File: src/rtl/gated_oneshot.sv
`timescale 1ns/1ps
module gated_oneshot #(
  parameter int CNT_W = 16
) (
  input  logic             clk,
  input  logic             rst_n,
  input  logic             trig_a_n,
  input  logic             trig_b,
  input  logic             clr_n,
  input  logic [CNT_W-1:0] width,
  input  logic             retrig_en,
  input  logic             clr_start_en,
  output logic             pulse,
  output logic             pulse_n
);

  logic             a_q, b_q, c_q;
  logic [CNT_W-1:0] cnt;
  logic [CNT_W-1:0] load_val;
  logic             edge_trig, clr_trig, start, accept, active;

  always_ff @(posedge clk or negedge rst_n) begin
    if (!rst_n) begin
      a_q <= 1'b1;
      b_q <= 1'b0;
      c_q <= 1'b1;
    end else begin
      a_q <= trig_a_n;
      b_q <= trig_b;
      c_q <= clr_n;
    end
  end

  assign edge_trig = clr_n & ((a_q & ~trig_a_n & trig_b) | (~b_q & trig_b & ~trig_a_n));
  assign clr_trig  = clr_start_en & ~c_q & clr_n & ~trig_a_n & trig_b;
  assign start     = edge_trig | clr_trig;
  assign active    = (cnt != '0);
  assign accept    = start & (~active | retrig_en);
  assign load_val  = (width == '0) ? CNT_W'(1) : width;

  always_ff @(posedge clk or negedge rst_n) begin
    if (!rst_n)      cnt <= '0;
    else if (!clr_n) cnt <= '0;
    else if (accept) cnt <= load_val;
    else if (active) cnt <= cnt - 1'b1;
  end

  assign pulse   = active & clr_n;
  assign pulse_n = ~pulse;

  p_comp_r5: assert property (@(posedge clk) disable iff (!rst_n) pulse_n == !pulse);
  p_clr_idle_r3: assert property (@(posedge clk) disable iff (!rst_n) !clr_n |-> !pulse);
  p_clr_cut_r3: assert property (@(posedge clk) disable iff (!rst_n) !clr_n |=> cnt == '0);
  p_fall_start_r1: assert property (@(posedge clk) disable iff (!rst_n)
    (clr_n && a_q && !trig_a_n && trig_b) |=> pulse || !clr_n);
  p_rise_start_r2: assert property (@(posedge clk) disable iff (!rst_n)
    (clr_n && !b_q && trig_b && !trig_a_n) |=> pulse || !clr_n);
  p_blocked_r4: assert property (@(posedge clk) disable iff (!rst_n)
    (!active && !trig_b) |=> !pulse);
  p_no_retrig_r8: assert property (@(posedge clk) disable iff (!rst_n)
    (!retrig_en && active && clr_n) |=> cnt == $past(cnt) - 1'b1);
  p_min_width_r10: assert property (@(posedge clk) disable iff (!rst_n)
    (accept && clr_n && width == '0) |=> cnt == CNT_W'(1));

endmodule

File: config.mk
export PLATFORM = sky130hd
export DESIGN_NAME = gated_oneshot
export DESIGN_NICKNAME = d
export VERILOG_FILES = /design/src/rtl/gated_oneshot.sv
export SDC_FILE = /design/constraint.sdc
export NUM_CORES = 1
export LEC_CHECK = 0
export BUFFER_PORTS_ARGS = -buffer_cell sky130_fd_sc_hd__buf_2
export CELL_PAD_IN_SITES_DETAIL_PLACEMENT = 1
export CELL_PAD_IN_SITES_GLOBAL_PLACEMENT = 2
export CORE_MARGIN = 5
export CORE_UTILIZATION = 34
export CTS_CLUSTER_DIAMETER = 40
export CTS_CLUSTER_SIZE = 14
export DETAILED_ROUTE_END_ITERATION = 6
export PLACE_DENSITY_LB_ADDON = 0.1
export SLEW_MARGIN = 0
export SYNTH_ARGS = -nofsm -noshare
export SYNTH_HDL_FRONTEND = slang
export SYNTH_SLANG_ARGS = --single-unit
File: constraint.sdc
create_clock -name clk -period 4 [get_ports clk]
set_input_delay 0.4 -clock clk [delete_from_list [all_inputs] [get_ports clk]]
set_output_delay 0.4 -clock clk [all_outputs]
set_load 0.02 [all_outputs]
* Word-level counts from Yosys, hierarchy flattened
Index checks and enable logic that the tools add are counted.
Operators by class: $add $sub $neg 1, equality and inequality tests 1, multiplexer cells 4, bitwise gates (word level) 19, reduce and logical (&&, ||, !) cells 2
Operators with widths (number):
- two-way mux 16 bit | 4
- logical NOT 16 bit | 1
- nonzero test 16 bit | 1
- subtractor 16 x 1 -> 16 bit, second input constant | 1
- AND 1 bit | 11
- NOT 1 bit | 5
- inequality test 3 x 1 -> 1 bit, second input constant | 1
- bitwise OR 1 bit | 3
Storage, ports and cells: bits in registers 19, output and inout port bits 2, word-level logic and storage cells 31

* Logic depth before layout (Yosys ltp)
word-level depth 9, mapped depth 8

* Least setup slack after synthesis
No wires, ideal clock.
path type reg2out, start point register cnt[0], end point output pulse, arrival time 1961 ps, required time 3600 ps, path slack 1639 ps, cell stages (with the launch flop) 8, path buffers 0, cells stage by stage dfrtp_1 > inv_1 > ha_1 > nor3b_1 > nand3_2 > or2_2 > nand2_1 > inv_1
Between the ends: word-level cells in the longest chain between the ends 2
Ends and longest elaborated chain:
- start: declaration | line 18 | logic [CNT_W-1:0] cnt;
- start signal: assignment | line 44 | else if (accept) cnt <= load_val;
- start signal: assignment | line 45 | else if (active) cnt <= cnt - 1'b1;
- nonzero test 16 bit | line 37 | assign active = (cnt != '0);
- AND 1 bit | line 48 | assign pulse = active & clr_n;
- end: declaration | line 13 | output logic pulse,
Every way passes these cells.

* Final worst setup path
start point register cnt[1], end point output pulse
Same word-level chain as after synthesis.

==> results_dict.tcl <==
set metrics [dict create \
    cp.arrival_ns 2.43 \
    intPower_w 0.0005108 \
    syn-num-nets 138 \
    run_status "finished, final reports clean" \
    grt_overflow_total 0 \
    track_usage_pct 13.99 \
    p_per_area_nw_per_um2 688.6 \
    cp.required_ns 3.60 \
    synth-edff-count 0 \
    clk_path_buf_depth 2 \
    synthesis.instances 114 \
    path_max_fanout 9 \
    finalWeightedCongestion 0.7703 \
    postCtsSetupRepairBufs 0 \
    route.met2.wl_mm 1.362 \
    reg2reg_setup_slack_ns 1.54 \
    antenna_found_initial 0 \
    worstSkewPairLatency_ns 0.30 \
    die_y_um 66.97 \
    numCtsBuffers 3 \
    async_flop_share_pct 100.0 \
    m1WireLength_mm 1.314 \
    max_freq_mhz 353.5 \
    finalHoldViolCount 0 \
    tns_ns 0 \
    final_layout_size_suffix_gt1_share_pct 29.29 \
    grt_pass1_vias 1027 \
    ys_types 37 \
    p_sw_share_pct 42.45 \
    min_period_over_period_pct 70.72 \
    avgSynthCellArea_um2 9.680 \
    drt_iter0_drc 20 \
    drt_wl_total_mm 2.812 \
    synthAdderAreaFrac_pct 1.134 \
    final_common_cell "buf_2" \
    netlist_area_um2 1104 \
    pre_cts_ws_ns 1.488 \
    clock-sinks 19 \
    fp.coreArea_um2 3078 \
    initial_core_util_pct 35.85 \
    ys_seq_elements 19 \
    grt_first_pass_wirelength_mm 4.678 \
    p_leak_nw 0.5458 \
    timing.final.ws_setup_ns 1.171 \
    yosys_warnings 0 \
    p_sw_w 0.0003767 \
    endpoint_kind "output pin" \
    vias 926 \
    critPathLaunchType "register" \
    critPathKind "reg2out" \
    highest_layer "met4" \
    max-vdd-ir-drop_uv 211.9 \
    slew_headroom_pct 46.49 \
    grt_max_degree 20 \
    area_growth_pct 16.78 \
    clk_pin_slew_ns 0.11 \
    die_area_um2 4485 \
    yosys_most_used_dff "dfrtp_1" \
    cts_root_buffer "clkbuf_4" \
    drc 0 \
    drt_pass1_iterations 4 \
    h-tree-depth 1 \
    synth_xor_area_share_pct 9.524 \
    synthSimpleGateAreaFrac_pct 23.92 \
    clock_skew_ns 0.006155 \
    tightest_slew_ns 0.7954 \
    yosysSeqAreaShare_pct 43.31 \
    power_w 0.0008875 \
    hpwl_mm 2.297 \
    mostFrequentLayoutCells "buf_2 (24), dfrtp_1 (17), nor2_1 (14), nand2_1 (12)" \
    io_buffer_count 24 \
    wire_per_inst_um 15.28 \
    rsz0062_at_grt "false" \
    rows 20 \
    fp.dieW_um 66.97 \
    drt.antenna.violating_nets 0 \
    synth-compound-area-share_pct 18.71 \
    min_period_ns 2.829 \
    maxCapViolCount 0 \
    power_frac_comb_pct 52.2 \
    final_max_slew_viol_count 0 \
    wl_met3_um 119 \
    cts-hold-fix-buffers 0 \
    io-pin-count 25 \
    nets 165 \
    setup_viol 0 \
    insertedDiodeCount 0 \
    pwr-share-clk_pct 11.2 \
    hold_class "in2async" \
    post_cts_resized 0 \
    p_seq_share_pct 36.6 \
    vias_per_cell 5.033 \
    muxShareOfSynthArea_pct 0.9070 \
    cts_tree "built" \
    synth_top_family_by_area "simple AND/OR/NAND/NOR gates" \
]
-- critical path, cell delays in order (launching register included) --
cell	delay (ns)
dfrtp_1	0.44
inv_1	0.07
ha_1	0.16
nor3b_1	0.50
nand3_2	0.29
or2_2	0.40
nand2_1	0.09
inv_1	0.04
buf_2	0.14
-- registers in the layout (all words and copies together) (netlist names) --
| name | count |
|---|---|
| cnt | 16 |
| a_q | 1 |
| b_q | 1 |
| c_q | 1 |
-- cell families (layout without fill, tap and decap cells) --
group | after synthesis | after routing
and+or+nand+nor | 51 | 51
AOI/OAI and AO/OA | 25 | 25
DFF | 19 | 19
xor gates and xnor gates | 12 | 12
buffers and inverters | 5 | 31
adders and majority gates | 1 | 1
muxes | 1 | 1
-- synth_stat cells, types with 2 or more instances --
master	instances	area share, %
dfrtp_1	17	39
nor2_1	14	4.8
nand2_1	12	4.1
o21ai_0	8	3.6
xnor2_1	8	6.3
a211oi_2	6	6.8
nor3_1	6	2.7
nor4_1	4	2.3
xor2_1	4	3.2
inv_1	3	1.0
dfstp_2	2	4.8
nand2b_1	2	1.1
nand3_1	2	0.91
nor3b_1	2	1.4
o31a_1	2	1.6
-- per-layer routing --
layer / up-vias / track usage [%]
li1: 468 / -
met1: 441 / 18.16
met2: 15 / 24.01
met3: 2 / 2.530
met4: 0 / 3.038
met5: - / 0
-- final cells by class --
type / instances / area [µm²]
well taps: 44 / 55.05
clock buffers: 4 / 26.28
flip-flops and latches: 19 / 478.0
repair buffers: 24 / 120.1
fillers: 385 / 1789
multi-input cells: 90 / 598.1
inverters: 3 / 11.26
-- worst paths after layout --
kind                                     from  cells after the start                   to
max                        cnt[1]$_DFFE_PN0P_                      8                pulse
min                                     rst_n                      1   cnt[3]$_DFFE_PN0P_
max reg2reg                cnt[1]$_DFFE_PN0P_                      7  cnt[11]$_DFFE_PN0P_
min reg2reg                cnt[6]$_DFFE_PN0P_                      2   cnt[6]$_DFFE_PN0P_
max in group asynchronous               rst_n                      1        c_q$_DFF_PN1_
min in group clk                     trig_a_n                      1        a_q$_DFF_PN1_
-- metrics by stage --
step | cell area, µm² | utilization (%) | hold slack [ns] | std cells
after floorplan | 1104 | - | 0.1044 | 114
after detailed placement | 1262 | 41.02 | 0.3738 | 180
after CTS | 1289 | 41.87 | 0.04157 | 184
final | 1289 | 41.87 | 0.02219 | 184
after global routing | 1289 | 41.87 | 0.06158 | 184
after global placement | 1262 | 41.02 | 0.3663 | 180
-- power by group through the flow --
stage | registers (W) | clock network (W) | logic (W)
6_report | 0.000325 | 0.0000997 | 0.000463
5_1_grt | 0.000334 | 0.000109 | 0.000521
4_1_cts | 0.000325 | 0.000102 | 0.000470
3_5_place_dp | 0.000329 | 0 | 0.000467
3_3_place_gp | 0.000324 | 0 | 0.000461
2_1_floorplan | 0.000310 | 0 | 0.000372
No activity file was read; power rests on OpenSTA's default activity.
